--- src/rtl/pgw_pkg.sv ---
package pgw_pkg;
    typedef enum logic [2:0] {
        ST_IDLE,
        ST_WADDR,
        ST_WDATA,
        ST_RDATA,
        ST_RDONE,
        ST_COMMIT,
        ST_BUSY
    } pgw_state_e;
endpackage

--- src/rtl/pgw_pagebuf.sv ---
module pgw_pagebuf #(
    parameter int DEPTH = 16,
    localparam int IDX_W = $clog2(DEPTH)
) (
    input  logic             clk,
    input  logic             rst_n,
    input  logic             clr,
    input  logic             wr_en,
    input  logic [IDX_W-1:0] wr_idx,
    input  logic [7:0]       wr_data,
    input  logic [IDX_W-1:0] rd_idx,
    output logic [7:0]       rd_data,
    output logic             rd_valid,
    output logic             any_valid
);
    logic [7:0]       data_q [DEPTH];
    logic [DEPTH-1:0] vld_q;

    always_ff @(posedge clk) begin
        if (!rst_n || clr) begin
            vld_q <= '0;
        end else if (wr_en) begin
            vld_q[wr_idx] <= 1'b1;
        end
    end

    always_ff @(posedge clk) begin
        if (wr_en) begin
            data_q[wr_idx] <= wr_data;
        end
    end

    assign rd_data   = data_q[rd_idx];
    assign rd_valid  = vld_q[rd_idx];
    assign any_valid = |vld_q;
endmodule

--- src/rtl/pgw_wtimer.sv ---
module pgw_wtimer #(
    parameter int CYCLES = 40,
    localparam int CNT_W = $clog2(CYCLES + 1)
) (
    input  logic clk,
    input  logic rst_n,
    input  logic start,
    output logic done
);
    logic [CNT_W-1:0] cnt_q;

    always_ff @(posedge clk) begin
        if (!rst_n) begin
            cnt_q <= '0;
        end else if (start) begin
            cnt_q <= CNT_W'(CYCLES - 1);
        end else if (cnt_q != '0) begin
            cnt_q <= cnt_q - 1'b1;
        end
    end

    assign done = (cnt_q == '0);
endmodule

--- src/rtl/pgw_ctrl.sv ---
module pgw_ctrl #(
    parameter int ADDR_W     = 8,
    parameter int PAGE_BYTES = 16,
    parameter int WC_CYCLES  = 40
) (
    input  logic              clk,
    input  logic              rst_n,
    input  logic              cmd_wr,
    input  logic              cmd_rd,
    input  logic              rx_valid,
    input  logic [7:0]        rx_byte,
    input  logic              host_ack,
    input  logic              ack_val,
    input  logic              stop,
    input  logic              prot_fuse,
    input  logic [7:0]        mem_rdata,
    output logic              ack_out,
    output logic              busy,
    output logic [7:0]        rd_data,
    output logic              mem_we,
    output logic [ADDR_W-1:0] mem_addr,
    output logic [7:0]        mem_wdata
);
    import pgw_pkg::*;

    localparam int COL_W    = $clog2(PAGE_BYTES);
    localparam int PG_W     = ADDR_W - COL_W;
    localparam int MEM_TOP  = (1 << ADDR_W) - 1;
    localparam int PROT_TOP = (ADDR_W >= 8) ? ((1 << (ADDR_W - 1)) - 1) : MEM_TOP;
    localparam logic [COL_W-1:0] COL_LAST = COL_W'(PAGE_BYTES - 1);

    pgw_state_e        state_q, state_d;
    logic [ADDR_W-1:0] ptr_q;
    logic [PG_W-1:0]   page_q;
    logic [COL_W-1:0]  col_q;
    logic [COL_W-1:0]  cidx_q;

    logic              buf_clr, buf_wr, buf_vld, buf_any;
    logic [7:0]        buf_rdata;
    logic              tmr_start, tmr_done;
    logic [ADDR_W-1:0] wr_addr;
    logic              in_write;

    pgw_pagebuf #(.DEPTH(PAGE_BYTES)) u_buf (
        .clk       (clk),
        .rst_n     (rst_n),
        .clr       (buf_clr),
        .wr_en     (buf_wr),
        .wr_idx    (col_q),
        .wr_data   (rx_byte),
        .rd_idx    (cidx_q),
        .rd_data   (buf_rdata),
        .rd_valid  (buf_vld),
        .any_valid (buf_any)
    );

    pgw_wtimer #(.CYCLES(WC_CYCLES)) u_tmr (
        .clk   (clk),
        .rst_n (rst_n),
        .start (tmr_start),
        .done  (tmr_done)
    );

    // next-state logic
    always_comb begin
        state_d = state_q;
        unique case (state_q)
            ST_IDLE: begin
                if (cmd_wr)      state_d = ST_WADDR;
                else if (cmd_rd) state_d = ST_RDATA;
            end
            ST_WADDR: begin
                if (cmd_rd)        state_d = ST_RDATA;
                else if (stop)     state_d = ST_IDLE;
                else if (rx_valid) state_d = ST_WDATA;
            end
            ST_WDATA: begin
                if (cmd_rd)    state_d = ST_RDATA;
                else if (stop) state_d = buf_any ? ST_COMMIT : ST_IDLE;
            end
            ST_RDATA: begin
                if (stop)                     state_d = ST_IDLE;
                else if (host_ack && !ack_val) state_d = ST_RDONE;
            end
            ST_RDONE: begin
                if (stop)        state_d = ST_IDLE;
                else if (cmd_wr) state_d = ST_WADDR;
                else if (cmd_rd) state_d = ST_RDATA;
            end
            ST_COMMIT: begin
                if (cidx_q == COL_LAST) state_d = ST_BUSY;
            end
            ST_BUSY: begin
                if (tmr_done) state_d = ST_IDLE;
            end
            default: state_d = ST_IDLE;
        endcase
    end

    // state register and datapath registers
    always_ff @(posedge clk) begin
        if (!rst_n) begin
            state_q <= ST_IDLE;
            ptr_q   <= '0;
            page_q  <= '0;
            col_q   <= '0;
            cidx_q  <= '0;
        end else begin
            state_q <= state_d;
            if (state_q == ST_WADDR && state_d == ST_WDATA) begin
                ptr_q  <= rx_byte[ADDR_W-1:0];
                page_q <= rx_byte[ADDR_W-1:COL_W];
                col_q  <= rx_byte[COL_W-1:0];
            end else if (buf_wr) begin
                col_q <= col_q + 1'b1;
                ptr_q <= {page_q, col_q + 1'b1};
            end else if (state_q == ST_RDATA && host_ack && !stop) begin
                ptr_q <= ptr_q + 1'b1;
            end
            cidx_q <= (state_q == ST_COMMIT) ? cidx_q + 1'b1 : '0;
        end
    end

    // outputs and strobes
    always_comb begin
        in_write  = (state_q == ST_WADDR) || (state_q == ST_WDATA);
        busy      = (state_q == ST_COMMIT) || (state_q == ST_BUSY);
        ack_out   = !busy && (cmd_wr || cmd_rd || (rx_valid && in_write));
        buf_clr   = cmd_wr && ((state_q == ST_IDLE) || (state_q == ST_RDONE));
        buf_wr    = (state_q == ST_WDATA) && rx_valid && !cmd_rd && !stop;
        tmr_start = (state_q == ST_COMMIT) && (cidx_q == COL_LAST);
        wr_addr   = {page_q, cidx_q};
        mem_addr  = (state_q == ST_COMMIT) ? wr_addr : ptr_q;
        mem_we    = (state_q == ST_COMMIT) && buf_vld &&
                    !(prot_fuse && (int'(wr_addr) <= PROT_TOP));
        mem_wdata = buf_rdata;
        rd_data   = (state_q == ST_RDATA) ? mem_rdata : 8'h00;
    end
endmodule

--- config.mk ---
export PLATFORM = sky130hd
export DESIGN_NAME = pgw_ctrl
export DESIGN_NICKNAME = d
export VERILOG_FILES = /design/src/rtl/pgw_pkg.sv /design/src/rtl/pgw_pagebuf.sv /design/src/rtl/pgw_wtimer.sv /design/src/rtl/pgw_ctrl.sv
export SDC_FILE = /design/constraint.sdc
export NUM_CORES = 1
export LEC_CHECK = 0
export BUFFER_PORTS_ARGS = -buffer_cell sky130_fd_sc_hd__buf_2
export CORE_MARGIN = 2
export CORE_UTILIZATION = 35
export CTS_CLUSTER_DIAMETER = 200
export CTS_CLUSTER_SIZE = 20
export DETAILED_ROUTE_END_ITERATION = 12
export SKIP_CTS_REPAIR_TIMING = 1
export SYNTH_ARGS = -nofsm -noshare
export SYNTH_HDL_FRONTEND = slang
export SYNTH_SLANG_ARGS = --single-unit
--- constraint.sdc ---
create_clock -name clk -period 2.95 [get_ports clk]
set_input_delay 0.1475 -clock clk [delete_from_list [all_inputs] [get_ports clk]]
set_output_delay 0.1475 -clock clk [all_outputs]
set_load 0.01 [all_outputs]
; Word level (Yosys, flattened, before mapping)
; Memories as Yosys holds them, arrays and structs flattened. A register that Yosys moved wholly into a read port is not among the register bits.
; Index checks and enable logic that the tools add are counted.
[totals]
register_bits = 45
ramBits = 128
inputBits = 25
out_inout_bits = 27
wordCells = 93
memories = 1
[memory_table]
columns = memory, depth, width, rd, rd_clocked_by_memory_dff, wr, line
row1 = u_buf.data_q, 16, 8, 1, 1, 1, pgw_pagebuf.sv:16  ; logic [7:0] data_q [DEPTH];
[classes]
n_addsub = 4
order_cmp = 4
n_eq_ne = 8
n_mux = 30
n_bitwise = 2
n_reduce_logical = 36
[ops]
columns = operator, count
row1 = 2-to-1 mux 8 bit, 5
row2 = 2-to-1 mux 3 bit, 13
row3 = case mux 3 bit (7 select lines), 1
row4 = bitwise OR 16 bit, 1
row5 = OR reduction 16 bit, 1
row6 = logical AND 1 bit, 15
row7 = 2-to-1 mux 4 bit, 3
row8 = 2-to-1 mux 6 bit, 2
row9 = less-than comparator 4 x 5 -> 1 bit (second input constant), 2
row10 = == test 3 x 2 -> 1 bit (second input constant), 3
row11 = == test 3 bit (second input constant), 3
row12 = adder 4 x 1 -> 4 bit (second input constant), 2
row13 = adder 8 x 1 -> 8 bit (second input constant), 1
row14 = less-or-equal comparator 8 x 7 -> 1 bit (second input constant), 1
row15 = logical NOT 1 bit, 6
row16 = logical NOT 6 bit, 1
row17 = logical OR 1 bit, 6
row18 = nonzero test 6 bit, 1
row19 = subtractor 6 x 1 -> 6 bit (second input constant), 1
row20 = binary-select mux 1 bit (select 4 bit), 1
row21 = demux 1 bit (select 4 bit), 1
row22 = == test 4 bit (second input constant), 1
row23 = >= comparator 4 x 1 -> 1 bit (second input constant), 1
row24 = 2-to-1 mux 1 bit, 4
row25 = 7 further kinds, 8

; Depth between registers and ports, before layout
; Gate-level depths: netlist (run 1).
[depth]
ltp_word = 8
ltp_mapped = 6

; Modules after synthesis
; Synthesis (run 1) repeated with hierarchy kept, for this count alone.
[hier_totals]
hier_cells = 517
hier_area_um2 = 7509.7
[modules_own_cells]
columns = mod, instances, cells_per_inst, area_per_inst_um2, seq_area_each_um2
row1 = pgw_pagebuf, 1, 269, 5601.6, 4164.0
row2 = pgw_ctrl, 1, 209, 1561.5, 460.4
row3 = pgw_wtimer, 1, 39, 346.6, 120.1

; Worst setup path after synthesis (run 1)
; Ideal clock, no wire load.
[synth_timing]
path_kind = register to register
from = register state_q[0]
to = memory u_buf.data_q[1][0], enable pin
setup_time_ns = 0.383
t_arrival_ns = 1.933
slack_ns = 0.633
path_stages_with_launch = 6
n_path_buf = 1
path_cell_list = dfxtp_1 > or3b_2 > nor2_2 > buf_2 > nand2_1 > nor3_1
[synth_via]
elab_chain_cells = 6
[synth_rtl]
columns = item, line
row1 = from (decl), pgw_ctrl.sv:32  ; pgw_state_e state_q, state_d;
row2 = from (signal assigned), pgw_ctrl.sv:109  ; state_q <= state_d;
row3 = == test 3 x 2 -> 1 bit, pgw_ctrl.sv:130  ; buf_wr = (state_q == ST_WDATA) && rx_valid && !cmd_rd && !stop;
row4 = logical AND 1 bit (3 in a row), pgw_ctrl.sv:130
row5 = 2-to-1 mux 1 bit, pgw_pagebuf.sv:28  ; if (wr_en) begin
row6 = 2-to-1 mux 1 bit (implied by the code), pgw_pagebuf.sv:29  ; data_q[wr_idx] <= wr_data;
row7 = to (decl), pgw_pagebuf.sv:16
; No other way between the ends.

==> results of run 1 <==
==> registers in the layout (all words and copies together), names as in the netlist <==
signal        flops
cidx_q            4
state_q           3
u_tmr.cnt_q       6
u_buf.data_q    128
page_q            4
u_buf.vld_q      16
col_q             4
ptr_q             8
==> cell type report <==
type                    instances  area, um^2  area share
flip-flops and latches        173        4747      0.5474
multi-input cells             301        2537      0.2926
repair buffers                 74       452.9     0.05223
clock buffers                  18       429.2     0.04949
well taps                     275       344.1     0.03968
clock inverters                14       127.6     0.01472
inverters                       9       33.78    0.003896
==> path summary, 6_finish.rpt <==
path                                  from                  to  slack (ns)  depth (start not counted)
worst max-delay path             cidx_q[0]        mem_wdata[4]        0.24                          4
worst min-delay path            rx_byte[2]  u_buf.data_q[8][2]        0.13                          1
worst max register to register  state_q[1]  u_buf.data_q[7][5]        0.63                          3
worst min register to register   page_q[2]           page_q[2]        0.49                          2
==> synth_stat cells, drive strengths merged (6+ instances only) <==
| master | n |
|---|---|
| inv | 9 |
| nor3 | 9 |
| mux4 | 45 |
| xor2 | 8 |
| a21oi | 18 |
| nor2 | 39 |
| dfxtp | 45 |
| nand2 | 47 |
| and2 | 12 |
| nand3 | 13 |
| clkbuf | 15 |
| buf | 13 |
| edfxtp | 128 |
| a31oi | 12 |
| o21ai | 12 |
| nor4 | 7 |
| ha | 7 |
| xnor2 | 6 |
==> routing by layer <==
metal	up-vias	wire length (um)	share of wire
li1	2111	-	-
met1	2320	7438	0.44
met2	141	8524	0.50
met3	24	803	0.047
met4	0	272	0.016
met5	-	0	0
==> through the flow <==
stage	cells	util	instance area (um^2)	power, W
3_3_place_gp	832	0.3873	8115	0.003120
6_report	864	0.4138	8672	0.005196
4_1_cts	864	0.4138	8672	0.005228
2_1_floorplan	511	-	7470	0.003018
3_5_place_dp	832	0.3873	8115	0.003146
5_1_grt	864	0.4138	8672	0.005384
==> power groups by stage <==
stage | Combinational [W] | Sequential (W) | Clock [W]
finish | 0.000388 | 0.00270 | 0.00210
global route | 0.000435 | 0.00271 | 0.00224
CTS | 0.000390 | 0.00270 | 0.00213
detailed placement | 0.000389 | 0.00276 | 0
global placement | 0.000368 | 0.00275 | 0
floorplan | 0.000283 | 0.00274 | 0
==> cell usage in the layout, fill, tap and decap left out, types with 3 or more instances in the layout <==
master	n
edfxtp_1	128
buf_2	51
nand2_1	47
dfxtp_1	43
nor2_1	38
mux4_2	37
buf_4	21
a21oi_1	18
clkbuf_16	17
nand3_1	13
and2_1	12
a31oi_1	12
o21ai_0	11
inv_1	9
xor2_1	8
nor3_1	8
nor4_1	7
ha_1	7
mux4_1	6
xnor2_1	6
nand2b_1	5
and3_1	5
a41oi_1	5
nand4_1	5
inv_6	5
or3b_2	4
a211oi_1	4
nor2b_1	4
o211ai_1	4
nand3b_1	3
nor3b_1	3
o21a_1	3
o221ai_1	3
inv_8	3
==> kinds of logic (layout without fill, tap and decap cells) <==
logic type | after synthesis | in the layout | share of synthesized area
flops | 173 | 173 | 0.6352
simple gates | 159 | 159 | 0.1049
buf+inv | 37 | 115 | 0.02512
compound gates | 74 | 74 | 0.06449
mux | 47 | 47 | 0.1422
xor+xnor | 14 | 14 | 0.01642
fa+ha+maj | 7 | 7 | 0.01172
==> flow_metrics.py, run 1 <==
metrics = {
    "floorplanning": {
        "die_width_um": 150.1,
        "ios": 52,
        "die_area_um2": 22530,
        "floorplan.initialDensity": 0.3565,
        "core.rowCount": 53,
        "die_h_um": 150.1,
        "core_area_um2": 20960,
    },
    "logic_synthesis": {
        "netlist.area_leader.share": 0.5146,
        "ys_seq_area_frac": 0.6352,
        "syn_inst": 511,
        "synth-main-ff-cell": "edfxtp_1",
        "yosysTopAreaCell": "edfxtp_1",
        "yosysUniqueCellTypes": 52,
        "synthTopCellsByArea": "edfxtp_1, dfxtp_1, mux4_2",
        "avgSynthCellArea_um2": 14.62,
        "netlist_area_um2": 7470,
        "syn_nets": 543,
        "yosysWarnings": 0,
        "synthArstFlopShare": 0,
        "synth_edf_count": 128,
        "synth-seq-cells": 173,
    },
    "placed_design": {
        "port_buffers": 51,
        "gp_congestion": 0.8237,
        "dp_hpwl_um": 11400,
        "dp_slack_ns": 0.6109,
    },
    "critical_path": {
        "cp.required_ns": 2.80,
        "path_cells": "buf_4, mux4_2, mux4_2, buf_2",
        "slowest_stage": "dfxtp_2",
        "cp-end-kind": "output pin",
        "crit_top_cell": "mux4_2",
        "criticalPathCategory": "flop to output pin",
        "max_stage_delay_ns": 0.61,
        "path_buf_inv": 2,
        "cp_top_family": "multiplexers",
        "cp_max_fo": 13,
        "worstPathArrival_ns": 2.56,
        "startpoint_type": "flop",
    },
    "power": {
        "switching_share": 0.2430,
        "pwr-share-comb": 0.075,
        "p_switching_w": 0.001263,
        "intPower_w": 0.003933,
        "ir_drop_mv": 0.3684,
        "power_density_nw_per_um2": 599.2,
        "pwr-share-clk": 0.405,
        "power_frac_seq": 0.521,
        "leakage_nw": 2.933,
    },
    "min_path": {
        "min_path_type": "input pin to flop",
    },
    "detailed_routing": {
        "vias": 4596,
        "wl_per_cell_um": 19.72,
        "drc": 0,
        "wl_um": 17040,
        "first_pass_iters": 5,
        "ant_nets": 0,
        "vias_per_cell": 5.319,
        "drt-initial-drc-count": 490,
    },
    "sta": {
        "setup_viol": 0,
        "skew_ns": 0.01106,
        "timing.final.ws_setup_ns": 0.2398,
        "max_freq_mhz": 369.0,
        "tightestPinTransition_ns": 0.8250,
        "rsz0062_at_grt": "no",
        "period_minus_slack_ns": 2.710,
        "worst_hold_slack_ns": 0.1266,
        "hold_violations": 0,
        "slew_violations": 0,
        "totalNegativeSetupSlack_ns": 0,
        "relSlewSlack": 0.4442,
        "finalCritPeriodShare": 0.9187,
    },
    "layout": {
        "area_growth_pct": 16.10,
        "fillCellCount": 1924,
        "drive_above_1_share": 0.2649,
        "diodes": 0,
        "nets": 608,
    },
    "clock_tree": {
        "clk_path_buf_depth": 2,
        "clkSlewWorstSetupHoldPaths_ns": 0.07,
        "clock_latency_ns": 0.44,
        "cts_made_buffers": 17,
        "clock-sinks": 173,
        "htreeDepth": 4,
        "cts_tree": "built",
        "cts_root_buf": "clkbuf_16",
    },
    "grt": {
        "grtUsageTotal": 0.1580,
        "grt_max_degree": 22,
        "grt_pass1_vias": 4587,
        "antenna_found_initial": 0,
        "grt_pass1_wl_um": 26360,
        "busiest_layer": "met2",
        "grt-ovfl-total": 0,
        "met2_usage": 0.2632,
        "met1_usage": 0.2067,
        "grt_use_met3": 0.03485,
    },
    "job": {
        "cap_violations": 0,
    },
    "status": {
        "outcome": "completed",
    },
}
Power figures use the tool's default switching activity.
==> run 2, diff against run 1 <==
--- a/config.mk
+++ b/config.mk
@@ -6,12 +6,12 @@
 export NUM_CORES = 1
 export LEC_CHECK = 0
 export BUFFER_PORTS_ARGS = -buffer_cell sky130_fd_sc_hd__buf_2
-export CORE_MARGIN = 2
 export CORE_UTILIZATION = 35
 export CTS_CLUSTER_DIAMETER = 200
 export CTS_CLUSTER_SIZE = 20
 export DETAILED_ROUTE_END_ITERATION = 12
 export SKIP_CTS_REPAIR_TIMING = 1
+export SLEW_MARGIN = 20
 export SYNTH_ARGS = -nofsm -noshare
 export SYNTH_HDL_FRONTEND = slang
 export SYNTH_SLANG_ARGS = --single-unit
==> flow_metrics.py, run 2 (synthesis results as in run 1) <==
metrics = {
    "layout": {
        "reg_top3": "u_buf.data_q x128, u_buf.vld_q x16, ptr_q x8",
        "diodes": 0,
        "drive_above_1_share": 0.2636,
        "layout_common_cells": "edfxtp_1, buf_2, nand2_1",
        "area_growth_pct": 15.71,
        "largest_register_ffs": 128,
        "layout_commonest_cell": "edfxtp_1",
        "fillCellCount": 1936,
        "top_register": "u_buf.data_q",
        "nets": 607,
    },
    "power": {
        "pwr-share-comb": 0.074,
        "switching_share": 0.2425,
        "pwr-share-clk": 0.406,
        "p_switching_w": 0.001260,
        "intPower_w": 0.003935,
        "power_density_nw_per_um2": 601.0,
        "power_frac_seq": 0.520,
        "ir_drop_mv": 0.4381,
        "leakage_nw": 2.920,
    },
    "placed_design": {
        "gp_congestion": 0.8205,
        "port_buffers": 51,
        "dp_hpwl_um": 11420,
    },
    "critical_path": {
        "r2r_slack_ns": 0.74,
        "cp_max_fo": 18,
        "startpoint_type": "flop",
        "r2r_cells": 3,
        "cp-end-kind": "output pin",
        "criticalPathCategory": "flop to output pin",
        "critPathLaunch": "cidx_q[0]",
        "cp.required_ns": 2.80,
        "worstPathArrival_ns": 2.50,
        "reg2reg_to": "u_buf.data_q[7][2]",
        "r2r-start": "state_q[1]",
    },
    "sta": {
        "rsz0062_at_grt": "no",
        "relSlewSlack": 0.4389,
        "period_minus_slack_ns": 2.650,
        "skew_ns": 0.01226,
        "totalNegativeSetupSlack_ns": 0,
        "worst_hold_slack_ns": 0.1348,
        "setup_viol": 0,
        "max_freq_mhz": 377.4,
        "finalCritPeriodShare": 0.8982,
        "slew_violations": 0,
        "hold_violations": 0,
        "tightestPinTransition_ns": 0.8328,
    },
    "floorplanning": {
        "die_h_um": 148.1,
        "core.rowCount": 53,
        "die_area_um2": 21930,
        "ios": 52,
        "floorplan.initialDensity": 0.3565,
        "die_width_um": 148.1,
        "core_area_um2": 20960,
    },
    "min_path": {
        "hold_depth": 1,
        "min_path_type": "input pin to flop",
        "hp-start": "rx_byte[0]",
        "worstHoldEndpoint": "u_buf.data_q[9][0]",
    },
    "detailed_routing": {
        "ant_nets": 0,
        "wl_per_cell_um": 20.00,
        "drt-initial-drc-count": 379,
        "vias_per_cell": 5.367,
        "drc": 0,
        "wl_um": 17260,
        "vias": 4632,
        "first_pass_iters": 5,
    },
    "grt": {
        "grt_pass1_wl_um": 26960,
        "grt_pass1_vias": 4726,
        "grtUsageTotal": 0.1657,
        "antenna_found_initial": 0,
        "grt_max_degree": 34,
        "grt-ovfl-total": 0,
    },
    "clock_tree": {
        "clk_path_buf_depth": 2,
        "cts_made_buffers": 17,
        "cts_root_buf": "clkbuf_16",
        "htreeDepth": 4,
        "clock-sinks": 173,
        "clock_latency_ns": 0.43,
        "cts_tree": "built",
        "clkSlewWorstSetupHoldPaths_ns": 0.07,
    },
    "status": {
        "outcome": "completed",
    },
    "job": {
        "cap_violations": 0,
    },
}
## run 2: cell count changes in the layout (fill, tap and decap cells not counted)
cell / change
clkinvlp_4: +1
clkinv_4: +1
buf_12: -2
buf_4: +1
inv_8: +2
inv_6: -4
## run 2: metrics by stage
| stage | util | cell area, um^2 | instances | total power (W) | worst slack, ns |
|---|---|---|---|---|---|
| 3_5_place_dp | 0.3857 | 8083 | 831 | 0.003140 | 0.7313 |
| 2_1_floorplan | - | 7470 | 511 | 0.003018 | 0.6331 |
| 5_1_grt | 0.4125 | 8643 | 863 | 0.005385 | 0.1734 |
| 4_1_cts | 0.4125 | 8643 | 863 | 0.005241 | 0.2550 |
| 3_3_place_gp | 0.3857 | 8083 | 831 | 0.003119 | 0.7153 |
| 6_report | 0.4125 | 8643 | 863 | 0.005195 | 0.3004 |
## run 2: critical path: stages, from the launching register on
cell and delay [ns]:
dfxtp_2 0.45, buf_4 0.38, mux4_1 0.60, mux4_2 0.49, buf_2 0.16
## run 2: area by class of cell
| type | count | area [um^2] | share of cell area |
|---|---|---|---|
| Sequential cell | 173 | 4747 | 0.5492 |
| Timing Repair Buffer | 73 | 420.4 | 0.04864 |
| Multi-Input combinational cell | 301 | 2537 | 0.2936 |
| Tap cell | 275 | 344.1 | 0.03981 |
| Clock buffer | 18 | 429.2 | 0.04965 |
| Inverter | 9 | 33.78 | 0.003909 |
| Clock inverter | 14 | 131.4 | 0.01520 |
## run 2: metal layers
metal,routed length [um],vias up,track usage,part of all wire
li1,-,2111,-,-
met1,7493,2355,0.2159,0.43
met2,8809,148,0.2822,0.51
met3,762,18,0.03221,0.044
met4,191,0,0.04485,0.011
met5,0,-,0,0
## run 2: worst max-delay path by stage
stage	to	slack, ns	cells past startpoint
2_1_floorplan	u_buf.data_q[1][0]	0.63	5
3_3_place_gp	u_buf.data_q[7][5]	0.72	3
3_5_place_dp	u_buf.data_q[7][5]	0.73	3
4_1_cts	mem_wdata[1]	0.25	4
5_1_grt	mem_wdata[1]	0.17	4
6_report	mem_wdata[1]	0.30	4
## run 2: power by group through the flow
stage	clock network, W	registers (W)	logic (W)
floorplan	0	0.00274	0.000283
global placement	0	0.00275	0.000367
detailed placement	0	0.00275	0.000385
CTS	0.00215	0.00270	0.000386
global route	0.00224	0.00271	0.000437
finish	0.00211	0.00270	0.000383
==> run 3, diff against run 2 <==
--- a/config.mk
+++ b/config.mk
@@ -6,10 +6,13 @@
 export NUM_CORES = 1
 export LEC_CHECK = 0
 export BUFFER_PORTS_ARGS = -buffer_cell sky130_fd_sc_hd__buf_2
+export CELL_PAD_IN_SITES_DETAIL_PLACEMENT = 1
+export CELL_PAD_IN_SITES_GLOBAL_PLACEMENT = 1
 export CORE_UTILIZATION = 35
 export CTS_CLUSTER_DIAMETER = 200
 export CTS_CLUSTER_SIZE = 20
 export DETAILED_ROUTE_END_ITERATION = 12
+export PLACE_DENSITY_LB_ADDON = 0.1
 export SKIP_CTS_REPAIR_TIMING = 1
 export SLEW_MARGIN = 20
 export SYNTH_ARGS = -nofsm -noshare
==> flow_metrics.py, run 3 (synthesis results as in run 1) <==
metrics = {
    "status": {
        "outcome": "completed",
    },
    "floorplanning": {
        "ios": 52,
        "floorplan.initialDensity": 0.3565,
        "die_area_um2": 21930,
        "die_width_um": 148.1,
        "core_area_um2": 20960,
        "core.rowCount": 53,
        "die_h_um": 148.1,
    },
    "grt": {
        "antenna_found_initial": 0,
        "grt_max_degree": 37,
        "grtUsageTotal": 0.1884,
        "grt-ovfl-total": 0,
        "grt_pass1_wl_um": 29900,
        "grt_pass1_vias": 4727,
    },
    "detailed_routing": {
        "drt-initial-drc-count": 321,
        "drc": 0,
        "ant_nets": 0,
        "first_pass_iters": 4,
        "wl_per_cell_um": 22.48,
        "wl_um": 19420,
        "vias": 4591,
        "vias_per_cell": 5.314,
    },
    "sta": {
        "relSlewSlack": 0.3541,
        "worst_hold_slack_ns": 0.1290,
        "skew_ns": 0.01511,
        "setup_viol": 0,
        "totalNegativeSetupSlack_ns": 0,
        "max_freq_mhz": 387.3,
        "tightestPinTransition_ns": 0.9653,
        "rsz0062_at_grt": "no",
        "period_minus_slack_ns": 2.582,
        "slew_violations": 0,
        "finalCritPeriodShare": 0.8754,
        "hold_violations": 0,
    },
    "critical_path": {
        "startpoint_type": "flop",
        "worstPathArrival_ns": 2.43,
        "r2r_slack_ns": 0.47,
        "criticalPathCategory": "flop to output pin",
        "path_cells": "buf_12, mux4_1, mux4_2, buf_2",
        "cp_max_fo": 36,
        "cp-end-kind": "output pin",
        "r2r-start": "state_q[1]",
        "slowest_stage": "mux4_1",
        "critPathLaunch": "cidx_q[0]",
        "max_stage_delay_ns": 0.60,
        "cp.required_ns": 2.80,
        "reg2reg_to": "u_buf.data_q[11][0]",
        "r2r_cells": 3,
    },
    "layout": {
        "layout_common_cells": "edfxtp_1, buf_2, nand2_1",
        "layout_commonest_cell": "edfxtp_1",
        "fillCellCount": 2193,
        "seqCellArea_um2": 4747,
        "largest_register_ffs": 128,
        "drive_above_1_share": 0.2649,
        "area_growth_pct": 16.18,
        "multi_input_area_um2": 2537,
        "top_register": "u_buf.data_q",
        "reg_top3": "u_buf.data_q x128, u_buf.vld_q x16, ptr_q x8",
        "nets": 608,
        "diodes": 0,
    },
    "min_path": {
        "hold_depth": 3,
        "min_path_type": "input pin to flop",
        "hp-start": "rx_byte[7]",
        "worstHoldEndpoint": "page_q[3]",
    },
    "clock_tree": {
        "htreeDepth": 4,
        "cts_made_buffers": 17,
        "clock-sinks": 173,
        "clk_path_buf_depth": 2,
        "clkSlewWorstSetupHoldPaths_ns": 0.07,
        "clock_latency_ns": 0.43,
        "cts_tree": "built",
        "cts_root_buf": "clkbuf_16",
    },
    "placed_design": {
        "dp_hpwl_um": 13030,
        "port_buffers": 51,
        "gp_congestion": 0.7817,
    },
    "job": {
        "cap_violations": 0,
    },
    "power": {
        "leakage_nw": 2.937,
        "power_density_nw_per_um2": 606.4,
        "ir_drop_mv": 0.3568,
    },
}
run 3: cell count changes in the layout (fill, tap and decap cells not counted), sizes merged:
cell      change
clkinvlp      -2
inv           +1
buf           +1
clkinv        +1
run 3: worst max path at each step:
| stage | slack, ns | endpoint | depth (start not counted) |
|---|---|---|---|
| after global routing | 0.24 | mem_wdata[7] | 4 |
| after detailed placement | 0.43 | u_buf.data_q[11][1] | 3 |
| after CTS | 0.31 | mem_wdata[7] | 4 |
| after floorplan | 0.63 | u_buf.data_q[1][0] | 5 |
| final | 0.37 | mem_wdata[7] | 4 |
| after global placement | 0.47 | u_buf.data_q[11][1] | 3 |
run 3: metrics by stage:
step | std cells | util | setup slack [ns] | area, um^2 | power, W
2_1_floorplan | 511 | - | 0.6331 | 7470 | 0.003018
3_3_place_gp | 832 | 0.3867 | 0.4737 | 8103 | 0.003137
3_5_place_dp | 832 | 0.3867 | 0.4261 | 8103 | 0.003155
4_1_cts | 864 | 0.4141 | 0.3105 | 8678 | 0.005325
5_1_grt | 864 | 0.4141 | 0.2375 | 8678 | 0.005476
6_report | 864 | 0.4141 | 0.3677 | 8678 | 0.005263
run 3: power breakdown:
group	total [W]	leakage [nW]	switching (W)	internal, W
combinational	0.000392	1.14	0.000223	0.000169
clock	0.00217	0.279	0.00104	0.00113
sequential	0.00270	1.52	0.0000511	0.00265
run 3: routing by layer:
layer	global-route usage	routed length (um)
met2	0.3300	10080
met5	0	0
met3	0.03037	422
met4	0.04639	155
met1	0.2434	8759
run 3: critical path, delay by kind of cell, from the launching register on:
kind	cells	cell delay, ns
buffers and inverters	2	0.46
flip-flops	1	0.43
multiplexers	2	1.08
run 3: area by class of cell:
cell class                 instances  share of cell area
sequential                       173              0.5470
multi-input combinational        301              0.2924
timing repair buffer              74             0.05075
clock buffer                      18             0.04945
tap                              275             0.03965
clock inverter                    14             0.01687
inverter                           9            0.003893
